**src/rtl/dcfd_pkg.sv**
```systemverilog
package dcfd_pkg;
  typedef enum logic [1:0] {
    EV_HOLD  = 2'd0,
    EV_BREAK = 2'd1,
    EV_START = 2'd2,
    EV_CONT  = 2'd3
  } run_event_e;
endpackage

```
**src/rtl/dcfd_level_detect.sv**
```systemverilog
module dcfd_level_detect #(
  parameter int SAMPLE_W = 24
) (
  input  logic [SAMPLE_W-1:0] sample,
  input  logic [SAMPLE_W-2:0] level,
  output logic                at_level,
  output logic                negative
);
  localparam int MAG_W = SAMPLE_W - 1;
  localparam logic [MAG_W-1:0] MAG_ONE = MAG_W'(1);

  logic             most_neg;
  logic [MAG_W-1:0] magnitude;

  assign negative = sample[SAMPLE_W-1];
  assign most_neg = negative && ~|sample[MAG_W-1:0];

  always_comb begin
    if (!negative)      magnitude = sample[MAG_W-1:0];
    else if (most_neg)  magnitude = '1;
    else                magnitude = ~sample[MAG_W-1:0] + MAG_ONE;
  end

  assign at_level = (magnitude >= level);
endmodule

```
**src/rtl/dcfd_run_tracker.sv**
```systemverilog
module dcfd_run_tracker
  import dcfd_pkg::*;
#(
  parameter int CNT_W = 18
) (
  input  logic             clk,
  input  logic             rst_n,
  input  logic             clear,
  input  logic             accept,
  input  logic             at_level,
  input  logic             negative,
  input  logic [CNT_W-1:0] limit,
  output logic             fault
);
  localparam int RUN_W = CNT_W + 1;

  run_event_e       ev;
  logic [CNT_W-1:0] count_q;
  logic             armed_q;
  logic             neg_q;
  logic             fault_q;
  logic [RUN_W-1:0] run_next;
  logic             over;

  always_comb begin
    if (!accept)                           ev = EV_HOLD;
    else if (!at_level)                    ev = EV_BREAK;
    else if (!armed_q || negative != neg_q) ev = EV_START;
    else                                   ev = EV_CONT;
  end

  always_comb begin
    if (ev == EV_START) run_next = RUN_W'(1);
    else                run_next = {1'b0, count_q} + RUN_W'(1);
  end

  assign over = (run_next > {1'b0, limit});

  always_ff @(posedge clk or negedge rst_n) begin
    if (!rst_n) begin
      count_q <= '0;
      armed_q <= 1'b0;
      neg_q   <= 1'b0;
      fault_q <= 1'b0;
    end else if (clear) begin
      count_q <= '0;
      armed_q <= 1'b0;
      neg_q   <= 1'b0;
      fault_q <= 1'b0;
    end else begin
      case (ev)
        EV_BREAK: begin
          count_q <= '0;
          armed_q <= 1'b0;
          fault_q <= 1'b0;
        end
        EV_START, EV_CONT: begin
          count_q <= over ? limit : run_next[CNT_W-1:0];
          fault_q <= over;
          armed_q <= 1'b1;
          neg_q   <= negative;
        end
        default: ;
      endcase
    end
  end

  assign fault = fault_q;

  assert_sleep_clears_R7: assert property (@(posedge clk) disable iff (!rst_n)
    clear |=> (!fault_q && count_q == '0));

  assert_below_clears_R5: assert property (@(posedge clk) disable iff (!rst_n)
    (!clear && accept && !at_level) |=> !fault_q);

  assert_idle_hold_R6: assert property (@(posedge clk) disable iff (!rst_n)
    (!clear && !accept) |=> ($stable(fault_q) && $stable(count_q)));

  assert_flip_restart_R4: assert property (@(posedge clk) disable iff (!rst_n)
    (!clear && accept && at_level && armed_q && negative != neg_q) |=> (count_q <= CNT_W'(1)));

  assert_rise_on_sample_R3: assert property (@(posedge clk) disable iff (!rst_n)
    $rose(fault_q) |-> $past(accept));

  assert_no_wrap_R10: assert property (@(posedge clk) disable iff (!rst_n)
    (fault_q && !clear && accept && at_level && armed_q && negative == neg_q) |=> fault_q);
endmodule

```
**src/rtl/dcfd_channel.sv**
```systemverilog
module dcfd_channel #(
  parameter int SAMPLE_W = 24,
  parameter int CNT_W    = 18
) (
  input  logic                clk,
  input  logic                rst_n,
  input  logic                clear,
  input  logic                accept,
  input  logic [SAMPLE_W-1:0] sample,
  input  logic [SAMPLE_W-2:0] level,
  input  logic [CNT_W-1:0]    limit,
  output logic                fault
);
  logic at_level;
  logic negative;

  dcfd_level_detect #(.SAMPLE_W(SAMPLE_W)) u_detect (
    .sample   (sample),
    .level    (level),
    .at_level (at_level),
    .negative (negative)
  );

  dcfd_run_tracker #(.CNT_W(CNT_W)) u_tracker (
    .clk      (clk),
    .rst_n    (rst_n),
    .clear    (clear),
    .accept   (accept),
    .at_level (at_level),
    .negative (negative),
    .limit    (limit),
    .fault    (fault)
  );
endmodule

```
**src/rtl/dc_fault_detect.sv**
```systemverilog
module dc_fault_detect #(
  parameter int SAMPLE_W = 24,
  parameter int CNT_W    = 18
) (
  input  logic                clk,
  input  logic                rst_n,
  input  logic                in_valid,
  output logic                in_ready,
  input  logic [SAMPLE_W-1:0] in_left,
  input  logic [SAMPLE_W-1:0] in_right,
  input  logic [SAMPLE_W-2:0] level,
  input  logic [CNT_W-1:0]    limit,
  input  logic                sleep,
  output logic                fault_left,
  output logic                fault_right,
  output logic                fault_any
);
  localparam int NUM_CH = 2;

  logic [SAMPLE_W-1:0] samples [NUM_CH];
  logic [NUM_CH-1:0]   faults;
  logic                accept;

  assign in_ready   = !sleep;
  assign accept     = in_valid && in_ready;
  assign samples[0] = in_left;
  assign samples[1] = in_right;

  for (genvar ch = 0; ch < NUM_CH; ch++) begin : g_ch
    dcfd_channel #(.SAMPLE_W(SAMPLE_W), .CNT_W(CNT_W)) u_chan (
      .clk    (clk),
      .rst_n  (rst_n),
      .clear  (sleep),
      .accept (accept),
      .sample (samples[ch]),
      .level  (level),
      .limit  (limit),
      .fault  (faults[ch])
    );
  end

  assign fault_left  = faults[0];
  assign fault_right = faults[1];
  assign fault_any   = |faults;

  assert_sleep_quiet_R7: assert property (@(posedge clk) disable iff (!rst_n)
    sleep |=> !fault_any);
endmodule

```
**config.mk**
```make
export PLATFORM = sky130hd
export DESIGN_NAME = dc_fault_detect
export DESIGN_NICKNAME = d
export VERILOG_FILES = /design/src/rtl/dcfd_pkg.sv /design/src/rtl/dcfd_level_detect.sv /design/src/rtl/dcfd_run_tracker.sv /design/src/rtl/dcfd_channel.sv /design/src/rtl/dc_fault_detect.sv
export SDC_FILE = /design/constraint.sdc
export NUM_CORES = 1
export LEC_CHECK = 0
export BUFFER_PORTS_ARGS = -buffer_cell sky130_fd_sc_hd__buf_2
export CELL_PAD_IN_SITES_DETAIL_PLACEMENT = 1
export CELL_PAD_IN_SITES_GLOBAL_PLACEMENT = 2
export CORE_ASPECT_RATIO = 1.1
export CORE_UTILIZATION = 36
export CTS_CLUSTER_DIAMETER = 80
export DETAILED_ROUTE_END_ITERATION = 7
export HOLD_SLACK_MARGIN = 0.06
export PLACE_DENSITY = 0.87
export REMOVE_ABC_BUFFERS = 1
export SYNTH_ARGS = -nofsm -noshare
export SYNTH_HDL_FRONTEND = slang
export SYNTH_SLANG_ARGS = --single-unit
export TNS_END_PERCENT = 30
```
**constraint.sdc**
```tcl
create_clock -name clk -period 5.7 [get_ports clk]
set_input_delay 0.57 -clock clk [delete_from_list [all_inputs] [get_ports clk]]
set_output_delay 0.57 -clock clk [all_outputs]
set_load 0.01 [all_outputs]
```
==> flow_metrics.py, run 1 <==
metrics = {
    "logic_synthesis": {
        "synth_area_um2": 5870,
        "syn_inst": 787,
        "yosysSeqAreaShare": 0.179,
        "synth-seq-cells": 42,
        "synth.yosys.warnings": 0,
        "syn_area_per_cell_um2": 7.46,
        "synthArstFlopShare": 1.00,
        "synth_enable_flop_cells": 0,
        "synth_cell_types": 56,
        "ys.flop_type": "dfrtp_1",
    },
    "setup_path": {
        "reg2regPathDepth": 17,
        "reg2reg_slack_ns": 1.58,
        "path_common_cell": "buf_4",
        "path_class": "input pin to register",
        "cpMaxStageDelayCell": "or4_4",
        "path_max_fanout": 8,
        "crit_start": "in_left[4]",
        "path_depth": 27,
        "cp-start-kind": "input pin",
        "path_buf_inv": 6,
        "arrival_ns": 6.66,
        "cp_data_required_time_ns": 5.88,
        "critPathCaptureType": "register",
        "timing.rr.start": "g_ch[1].u_chan.u_tracker.count_q[0]$_DFFE_PN0P_",
        "r2r_end": "g_ch[1].u_chan.u_tracker.count_q[7]$_DFFE_PN0P_",
        "critPathTopFamily": "compound AO/OA/AOI/OAI gates",
        "max_stage_delay_ns": 0.54,
        "crit_end": "g_ch[0].u_chan.u_tracker.count_q[7]$_DFFE_PN0P_",
    },
    "floorplan": {
        "fp-row-count": 48,
        "initial_core_util": 0.372,
        "dieHeight_um": 136,
        "dieArea_um2": 16800,
        "core_area_um2": 15800,
        "ioPinCount": 97,
        "die_x_um": 124,
    },
    "timing": {
        "tightest_slew_ns": 1.02,
        "timing.slew.headroom": 0.322,
        "rsz0062_at_grt": "true",
        "setup_ws_ns": -0.789,
        "finalMaxSlewViolations": 0,
        "hold_viol_final": 0,
        "fmax_mhz": 154,
        "skew_ns": 0.00982,
        "layout_min_cycle_time_ns": 6.49,
        "finalCritPeriodShare": 1.14,
        "hold_ws_ns": 0.450,
        "setup_viol": 38,
    },
    "status": {
        "violations": "setup timing",
        "status": "finished with violations",
    },
    "clocking": {
        "cts_buffer_depth": 2,
        "holdBufCountCts": 0,
        "path_clk_slew_ns": 0.07,
        "htreeDepth": 2,
        "tritoncts.num_buffers": 5,
        "root_buffer": "clkbuf_16",
        "cts_tree": "yes",
        "clk_latency_ns": 0.29,
        "clock-sinks": 42,
    },
    "power": {
        "total_power_mw": 1.01,
        "p_leak_nw": 4.13,
        "p_per_area_nw_per_um2": 123,
        "ir_drop_uv": 95.1,
    },
    "placed_design": {
        "gp_congestion": 0.930,
        "dp.cells": 1145,
        "hpwl_um": 17400,
        "port_buffers": 96,
    },
    "detailed_routing": {
        "vias": 6724,
        "wl_um": 23700,
        "wl_per_cell_um": 20.1,
        "postRouteAntennaNets": 0,
        "first_pass_iters": 5,
        "drtIter0Drc": 427,
        "drcViolationCount": 0,
        "viasPerCell": 5.70,
    },
    "global_route": {
        "grt_pass1_vias": 7123,
        "grtUsageTotal": 0.270,
        "grt_pass1_wl_um": 35700,
        "grt_start_max_net_pins": 43,
        "gr-total-overflow": 0,
        "antenna_found_initial": 2,
    },
    "run": {
        "maxCapViolations": 0,
    },
    "finish": {
        "drive_gt1_frac": 0.320,
        "layout.nets": 1156,
        "final_util": 0.523,
        "instances_no_fill": 1180,
        "areaGrowthSynthToFinish_pct": 40.8,
        "fillers": 1981,
    },
    "worst_hold_path": {
        "hold_path.class": "input pin to async pin",
    },
}
## sequential cells by signal, indices dropped and copies added, names as in the netlist
signal and flops:
g_ch.u_chan.u_tracker.count_q 36, g_ch.u_chan.u_tracker.neg_q 2, g_ch.u_chan.u_tracker.armed_q 2, g_ch.u_chan.u_tracker.fault 2
## per-layer routing
metal | vias up | track usage | wire length, µm | part of all wire
met5 | - | 0 | 0 | 0
met4 | 0 | 0.0689 | 677 | 0.029
met3 | 51 | 0.0331 | 892 | 0.038
met2 | 185 | 0.490 | 12000 | 0.51
met1 | 3289 | 0.331 | 10100 | 0.43
li1 | 3199 | - | - | -
## how the worst min path moves through the flow
stage                                                 startpoint  slack [ns]                                               end
global placement    g_ch[1].u_chan.u_tracker.armed_q$_DFFE_PN0P_        0.46      g_ch[1].u_chan.u_tracker.armed_q$_DFFE_PN0P_
CTS                                                        rst_n        0.49  g_ch[1].u_chan.u_tracker.count_q[12]$_DFFE_PN0P_
finish                                                     rst_n        0.45  g_ch[1].u_chan.u_tracker.count_q[12]$_DFFE_PN0P_
floorplan                                                  rst_n        0.27      g_ch[0].u_chan.u_tracker.armed_q$_DFFE_PN0P_
detailed placement  g_ch[1].u_chan.u_tracker.armed_q$_DFFE_PN0P_        0.47      g_ch[1].u_chan.u_tracker.armed_q$_DFFE_PN0P_
global route        g_ch[1].u_chan.u_tracker.armed_q$_DFFE_PN0P_        0.52      g_ch[1].u_chan.u_tracker.armed_q$_DFFE_PN0P_
## worst reg2reg max path, stage by stage (launching register included)
cell and delay [ns]:
dfrtp_1 0.46, ha_1 0.27, nand3_1 0.21, nor2_1 0.23, and3_1 0.26, nand4_1 0.20
xnor2_1 0.27, nor2_1 0.08, ha_1 0.30, nand3_1 0.11, or4_1 0.43, o221ai_1 0.21
o31ai_1 0.10, buf_4 0.15, nor3b_4 0.15, buf_4 0.17, a32oi_1 0.20, o311ai_0 0.16
## synth_stat cells, types with 4 or more instances
master / instances / share of area
dfrtp_1: 42 / 0.18
nand4_1: 25 / 0.027
nand2_1: 120 / 0.077
nor2_1: 54 / 0.035
mux2i_1: 14 / 0.024
o21a_1: 5 / 0.0064
nor4_1: 4 / 0.0043
o22ai_1: 11 / 0.012
ha_1: 86 / 0.18
buf_2: 6 / 0.0051
a211oi_1: 7 / 0.0090
nand3b_1: 4 / 0.0051
nor3_1: 23 / 0.020
xnor2_1: 26 / 0.039
and2_1: 13 / 0.014
xor2_1: 45 / 0.067
or4_4: 4 / 0.0077
a31oi_1: 6 / 0.0064
a21o_1: 4 / 0.0051
o21ai_0: 36 / 0.031
inv_1: 68 / 0.043
o311ai_0: 8 / 0.012
o41ai_1: 5 / 0.0075
a21oi_1: 40 / 0.034
nand3_1: 33 / 0.028
clkbuf_1: 17 / 0.011
o31ai_1: 11 / 0.014
nor2b_1: 4 / 0.0043
and3_1: 6 / 0.0064
or3_1: 5 / 0.0053
a22oi_1: 10 / 0.013
or4_1: 6 / 0.0077
## cell type report
type | instances | area, µm² | area share
diodes | 2 | 5.00 | 0.000606
clock buffers | 6 | 139 | 0.0168
clock inverters | 2 | 12.5 | 0.00151
inverters | 68 | 255 | 0.0309
multi-input cells | 651 | 5100 | 0.617
flip-flops and latches | 42 | 1050 | 0.127
well taps | 200 | 250 | 0.0303
repair buffers | 209 | 1450 | 0.176
## logic make-up (layout without fill, tap and decap cells)
kind of cell,Yosys count,count (layout),share of synthesized area
other cells,0,2,0
compound gates,162,164,0.180
fa+ha+maj,86,86,0.183
simple gates,315,315,0.260
buf+inv,96,285,0.0652
flops,42,42,0.179
xor+xnor,71,71,0.106
mux,15,15,0.0258
## placed cells by master (no fill, tap or decap), drive strengths merged, types with 3 or more instances in the layout
| master | count |
|---|---|
| a211oi | 7 |
| a21o | 4 |
| a21oi | 40 |
| a221oi | 3 |
| a22oi | 10 |
| a31oi | 6 |
| and2 | 13 |
| and3 | 6 |
| buf | 208 |
| clkbuf | 7 |
| dfrtp | 42 |
| ha | 86 |
| inv | 68 |
| mux2i | 14 |
| nand2 | 120 |
| nand2b | 3 |
| nand3 | 33 |
| nand3b | 5 |
| nand4 | 25 |
| nor2 | 54 |
| nor2b | 4 |
| nor3 | 24 |
| nor4 | 4 |
| o21a | 5 |
| o21ai | 38 |
| o22ai | 11 |
| o311ai | 8 |
| o31ai | 11 |
| o41ai | 7 |
| or3 | 8 |
| or4 | 10 |
| xnor2 | 26 |
| xor2 | 45 |
## power by group
| group | switching (mW) | internal [mW] |
|---|---|---|
| sequential | 0.00450 | 0.301 |
| combinational | 0.225 | 0.170 |
| clock | 0.137 | 0.174 |
## timing repair
action	in CTS	in global routing
setup buffers	12	9
gates cloned	3	2
gates resized for setup	82	53
setup endpoints to repair	38	38
pin swaps	36	37
## per-stage QoR
step / instance area, µm² / worst slack (ns) / TNS (ns)
floorplan: 5740 / -1.21 / -30.88
global placement: 7170 / -1.16 / -32.58
detailed placement: 7170 / -1.24 / -38.58
CTS: 7850 / -0.419 / -11.84
global route: 8260 / -0.946 / -27.07
finish: 8260 / -0.789 / -16.98
No activity file was read; power rests on OpenSTA's default activity.
==> run 2, diff against run 1 <==
clock period = 8 ns   (was 5.7 ns; I/O delays follow)
==> flow_metrics.py, run 2 (synthesis results as in run 1) <==
metrics = {
    "status": {
        "status": "finished clean",
    },
    "finish": {
        "multi_input_area_um2": 4440,
        "fillers": 2013,
        "layout.nets": 1052,
        "largest_register_ffs": 36,
        "areaGrowthSynthToFinish_pct": 14.8,
        "regArea_um2": 1050,
        "insertedDiodeCount": 0,
        "final_common_cell": "nand2_1",
        "drive_gt1_frac": 0.150,
        "final_util": 0.427,
        "final_cell_mix": "nand2_1 (120), buf_2 (96), ha_1 (86), inv_1 (68), nor2_1 (53)",
        "regMostFlops": "g_ch.u_chan.u_tracker.count_q",
    },
    "detailed_routing": {
        "postRouteAntennaNets": 0,
        "wl_um": 19400,
        "first_pass_iters": 5,
        "drcViolationCount": 0,
        "wl_per_cell_um": 18.0,
        "vias": 6017,
        "drtIter0Drc": 396,
        "viasPerCell": 5.60,
    },
    "timing": {
        "skew_ns": 0.0132,
        "finalCritPeriodShare": 0.919,
        "layout_min_cycle_time_ns": 7.35,
        "rsz0062_at_grt": "false",
        "finalMaxSlewViolations": 0,
        "tightest_slew_ns": 1.05,
        "fmax_mhz": 136,
        "setup_viol": 0,
        "hold_viol_final": 0,
        "tns_ns": 0,
        "timing.slew.headroom": 0.301,
    },
    "global_route": {
        "grt_start_max_net_pins": 43,
        "antenna_found_initial": 0,
        "grt_pass1_wl_um": 32300,
        "grt_pass1_vias": 6377,
        "gr-total-overflow": 0,
        "grtUsageTotal": 0.243,
    },
    "floorplan": {
        "core_area_um2": 15800,
        "dieArea_um2": 16800,
        "initial_core_util": 0.372,
        "dieHeight_um": 136,
        "ioPinCount": 97,
        "die_x_um": 124,
        "fp-row-count": 48,
    },
    "placed_design": {
        "port_buffers": 96,
        "hpwl_um": 15900,
        "gp_congestion": 0.866,
    },
    "clocking": {
        "root_buffer": "clkbuf_16",
        "ctsResizeCount": 0,
        "post_cts_buffers": 0,
        "clock-sinks": 42,
        "tritoncts.num_buffers": 5,
        "holdBufCountCts": 0,
        "cts_buffer_depth": 2,
        "clk_latency_ns": 0.29,
        "htreeDepth": 2,
        "path_clk_slew_ns": 0.06,
        "cts_tree": "yes",
    },
    "power": {
        "p_per_area_nw_per_um2": 98.4,
        "ir_drop_uv": 101,
        "p_leak_nw": 3.43,
    },
    "setup_path": {
        "arrival_ns": 7.55,
        "cp_data_required_time_ns": 8.20,
        "path_common_cell": "buf_4",
        "path_max_fanout": 19,
        "timing.rr.start": "g_ch[1].u_chan.u_tracker.neg_q$_DFFE_PN0P_",
        "r2r_end": "g_ch[1].u_chan.u_tracker.count_q[7]$_DFFE_PN0P_",
        "critPathCaptureType": "register",
        "path_class": "input pin to register",
        "reg2reg_slack_ns": 3.82,
        "reg2regPathDepth": 14,
        "cpMaxStageDelayCell": "or4_4",
        "max_stage_delay_ns": 0.55,
        "cp-start-kind": "input pin",
    },
    "run": {
        "maxCapViolations": 0,
    },
    "worst_hold_path": {
        "hold_path.startpoint": "g_ch[1].u_chan.u_tracker.armed_q$_DFFE_PN0P_",
        "hold_end": "g_ch[1].u_chan.u_tracker.armed_q$_DFFE_PN0P_",
        "hold_path.class": "register to register",
        "min_path_cells": 2,
    },
}
==> run 2: changes by cell type in the layout (fill, tap and decap cells not counted), moves of 7 or more <==
cell	change
buf_6	-10
a22oi_2	-8
o311ai_0	+7
a21oi_2	-8
ha_1	+12
nand2_1	+7
a22oi_1	+8
o21ai_0	+7
a21oi_1	+10
ha_4	-12
nor2_1	+7
buf_4	-89
==> run 2: cell type report <==
type | instances | area share
Clock buffer | 7 | 0.0197
Multi-Input combinational cell | 649 | 0.659
Tap cell | 200 | 0.0371
Timing Repair Buffer | 107 | 0.0854
Clock inverter | 1 | 0.00446
Sequential cell | 42 | 0.156
Inverter | 68 | 0.0379
==> run 2: routing by layer <==
metal	wire, µm	vias to the layer above	share of wire	GRT usage
met5	0	-	0	0
met4	128	0	0.0066	0.0382
met3	606	10	0.031	0.0214
met2	9640	103	0.50	0.433
met1	8980	2929	0.46	0.320
li1	-	2975	-	-
==> run 2: how the worst max path moves through the flow <==
stage	start	to	slack, ns	cells after the start
2_1_floorplan	in_left[3]	g_ch[0].u_chan.u_tracker.count_q[8]$_DFFE_PN0P_	0.86	23
3_3_place_gp	in_left[3]	g_ch[0].u_chan.u_tracker.count_q[1]$_DFFE_PN0P_	0.42	26
3_5_place_dp	in_left[3]	g_ch[0].u_chan.u_tracker.count_q[1]$_DFFE_PN0P_	0.35	26
4_1_cts	in_left[3]	g_ch[0].u_chan.u_tracker.count_q[1]$_DFFE_PN0P_	0.62	26
5_1_grt	in_left[3]	g_ch[0].u_chan.u_tracker.count_q[1]$_DFFE_PN0P_	0.11	26
6_report	in_left[3]	g_ch[0].u_chan.u_tracker.count_q[1]$_DFFE_PN0P_	0.65	26
==> run 2: critical path: cells and delay by family <==
kind | cells | cell delay, ns
and+or+nand+nor | 10 | 2.85
muxes | 1 | 0.27
adders and majority gates | 2 | 0.46
AOI/OAI and AO/OA | 9 | 2.26
buffers and inverters | 4 | 0.85
==> run 2: power breakdown <==
group	switching, mW	internal (mW)
clock	0.0874	0.148
sequential	0.00311	0.215
combinational	0.128	0.0816
==> run 2: through the flow <==
| step | cell area [µm²] | total power [mW] | hold WS (ns) | std cells | worst slack [ns] |
|---|---|---|---|---|---|
| detailed placement | 6580 | 0.433 | 0.475 | 1066 | 0.346 |
| global route | 6740 | 0.708 | 0.515 | 1074 | 0.111 |
| CTS | 6740 | 0.672 | 0.490 | 1074 | 0.621 |
| floorplan | 5740 | 0.341 | 0.447 | 759 | 0.860 |
| global placement | 6580 | 0.420 | 0.461 | 1066 | 0.421 |
| finish | 6740 | 0.663 | 0.481 | 1074 | 0.647 |
==> run 3, diff against run 2 <==
CORE_UTILIZATION = 37   (was 36)
PLACE_DENSITY = 0.88   (was 0.87)
SYNTH_HIERARCHICAL = 1   (was default)
==> flow_metrics.py, run 3 <==
metrics = {
    "setup_path": {
        "critPathTopFamily": "compound AO/OA/AOI/OAI gates",
        "path_cells": "buf_2 -> inv_1 -> ha_1 -> nor4b_1 -> nand4b_1 -> o21ai_0 -> o21ai_0 -> o21ai_0 -> ha_1 -> nand4_1 -> nor4_1 -> nor3b_1 -> a211o_1 -> nand2_1 -> a21oi_1 -> buf_4 -> a21oi_1 -> ha_1 -> a21oi_1 -> o21ai_0 -> a2111oi_0 -> o21a_1 -> o21ai_0 -> o211ai_1",
        "path_depth": 24,
        "path_max_fanout": 16,
        "critPathCaptureType": "register",
        "path_common_cell": "o21ai_0",
        "reg2regPathDepth": 11,
        "cpMaxStageDelayCell": "nor4b_1",
        "path_buf_inv": 3,
        "cp_data_required_time_ns": 8.21,
        "max_stage_delay_ns": 0.71,
        "arrival_ns": 7.02,
        "cp-start-kind": "input pin",
        "path_class": "input pin to register",
    },
    "timing": {
        "finalCritPeriodShare": 0.851,
        "skew_ns": 0.00507,
        "tns_ns": 0,
        "layout_min_cycle_time_ns": 6.81,
        "finalMaxSlewViolations": 0,
        "hold_viol_final": 0,
        "hold_ws_ns": 0.523,
        "fmax_mhz": 147,
        "setup_viol": 0,
        "tightest_slew_ns": 1.03,
        "rsz0062_at_grt": "false",
        "timing.slew.headroom": 0.316,
    },
    "logic_synthesis": {
        "synth_commonest_cells": "nand2_1 (103), inv_1 (96), o21ai_0 (89), ha_1 (86), a21oi_1 (52)",
        "synthArstFlopShare": 1.00,
        "synth_cell_types": 64,
        "yosysSeqAreaShare": 0.158,
        "ys.flop_type": "dfrtp_1",
        "synth_area_leaders": "ha_1 (16%), dfrtp_1 (16%), o21ai_0 (6.7%)",
        "synth_enable_flop_cells": 0,
        "yosysMostFrequentCell": "nand2_1",
        "synth_top_area_frac": 0.162,
        "synth_area_leader_cell": "ha_1",
        "synth-seq-cells": 42,
        "syn_area_per_cell_um2": 7.45,
        "synth_area_um2": 6640,
        "synth.yosys.warnings": 6,
        "syn_inst": 891,
    },
    "power": {
        "ir_drop_uv": 123,
        "p_per_area_nw_per_um2": 84.8,
        "p_leak_nw": 3.34,
        "total_power_mw": 0.628,
    },
    "floorplan": {
        "dieArea_um2": 18500,
        "initial_core_util": 0.377,
        "fp-row-count": 51,
        "core_area_um2": 17600,
        "die_x_um": 130,
        "dieHeight_um": 142,
        "ioPinCount": 97,
    },
    "placed_design": {
        "gp_congestion": 0.847,
        "dp.cells": 1191,
        "hpwl_um": 17300,
        "port_buffers": 96,
    },
    "finish": {
        "areaGrowthSynthToFinish_pct": 11.5,
        "final_cell_mix": "nand2_1 (103), inv_1 (96), buf_2 (96), o21ai_0 (89), ha_1 (86)",
        "regArea_um2": 1050,
        "insertedDiodeCount": 0,
        "fillers": 2324,
        "final_common_cell": "nand2_1",
        "final_util": 0.420,
        "drive_gt1_frac": 0.164,
        "layout.nets": 1139,
        "multi_input_area_um2": 5000,
        "instances_no_fill": 1199,
        "regMostFlops": "g_ch.u_chan/u_tracker/count_q",
        "largest_register_ffs": 36,
    },
    "clocking": {
        "path_clk_slew_ns": 0.07,
        "cts_tree": "yes",
        "clock-sinks": 42,
        "ctsResizeCount": 0,
        "holdBufCountCts": 0,
        "tritoncts.num_buffers": 5,
        "root_buffer": "clkbuf_16",
        "post_cts_buffers": 0,
        "cts_buffer_depth": 2,
        "clk_latency_ns": 0.29,
        "htreeDepth": 2,
    },
    "status": {
        "status": "finished clean",
    },
    "detailed_routing": {
        "first_pass_iters": 4,
        "viasPerCell": 5.89,
        "drcViolationCount": 0,
        "postRouteAntennaNets": 0,
        "wl_per_cell_um": 18.2,
        "vias": 7058,
        "wl_um": 21800,
        "drtIter0Drc": 370,
    },
    "global_route": {
        "grt_start_max_net_pins": 43,
        "grtUsageTotal": 0.246,
        "gr-total-overflow": 0,
        "antenna_found_initial": 0,
        "grt_pass1_vias": 7213,
        "grt_pass1_wl_um": 36400,
    },
    "worst_hold_path": {
        "hold_path.class": "register to register",
        "min_path_cells": 2,
    },
    "run": {
        "maxCapViolations": 0,
    },
}
run 3: worst min-delay path, cell delays in order (launching register included):
cell and delay, ns:
dfrtp_1 0.37, nand2_1 0.06, o21ai_0 0.06
run 3: logic make-up (layout without fill, tap and decap cells):
family,after synthesis,after routing,share of synthesized area
adders and majority gates,86,86,0.162
DFF,42,42,0.158
and+or+nand+nor,322,322,0.262
buffers and inverters,139,209,0.0886
xor gates and xnor gates,24,24,0.0317
AOI/OAI and AO/OA,278,278,0.298
run 3: per-stage QoR:
step | cell area, µm² | setup slack, ns
after global routing | 7400 | 0.466
final | 7400 | 1.19
after CTS | 7400 | 1.24
after detailed placement | 7260 | 0.998
after floorplan | 6410 | 1.65
after global placement | 7260 | 1.26
run 3: final timing paths:
| path | start | end | slack [ns] |
|---|---|---|---|
| min in group asynchronous | rst_n | g_ch[0].u_chan/u_tracker/count_q[1]$_DFFE_PN0P_ | 0.67 |
| worst min register to register | g_ch[0].u_chan/u_tracker/fault$_DFFE_PN0P_ | g_ch[0].u_chan/u_tracker/fault$_DFFE_PN0P_ | 0.52 |
| worst min-delay path | g_ch[0].u_chan/u_tracker/fault$_DFFE_PN0P_ | g_ch[0].u_chan/u_tracker/fault$_DFFE_PN0P_ | 0.52 |
| max in group asynchronous | rst_n | g_ch[1].u_chan/u_tracker/count_q[8]$_DFFE_PN0P_ | 6.68 |
| worst max register to register | g_ch[1].u_chan/u_tracker/count_q[2]$_DFFE_PN0P_ | g_ch[1].u_chan/u_tracker/count_q[2]$_DFFE_PN0P_ | 3.78 |
| worst max-delay path | in_left[1] | g_ch[0].u_chan/u_tracker/count_q[17]$_DFFE_PN0P_ | 1.19 |
run 3: layer usage:
metal / track usage / wire, µm
met1: 0.313 / 9920
met2: 0.439 / 10600
met3: 0.0203 / 679
met4: 0.0673 / 548
met5: 0 / 0
run 3: area by class of cell:
class                      instances  share of cell area
multi-input combinational        710               0.675
sequential                        42               0.142
timing repair buffer             105              0.0740
inverter                          96              0.0487
tap                              238              0.0402
clock buffer                       5              0.0169
clock inverter                     3             0.00287
run 3: power breakdown:
| group | internal [mW] | switching, mW |
|---|---|---|
| registers | 0.214 | 0.00220 |
| clock network | 0.116 | 0.0954 |
| logic | 0.0743 | 0.126 |
| total | 0.404 | 0.224 |
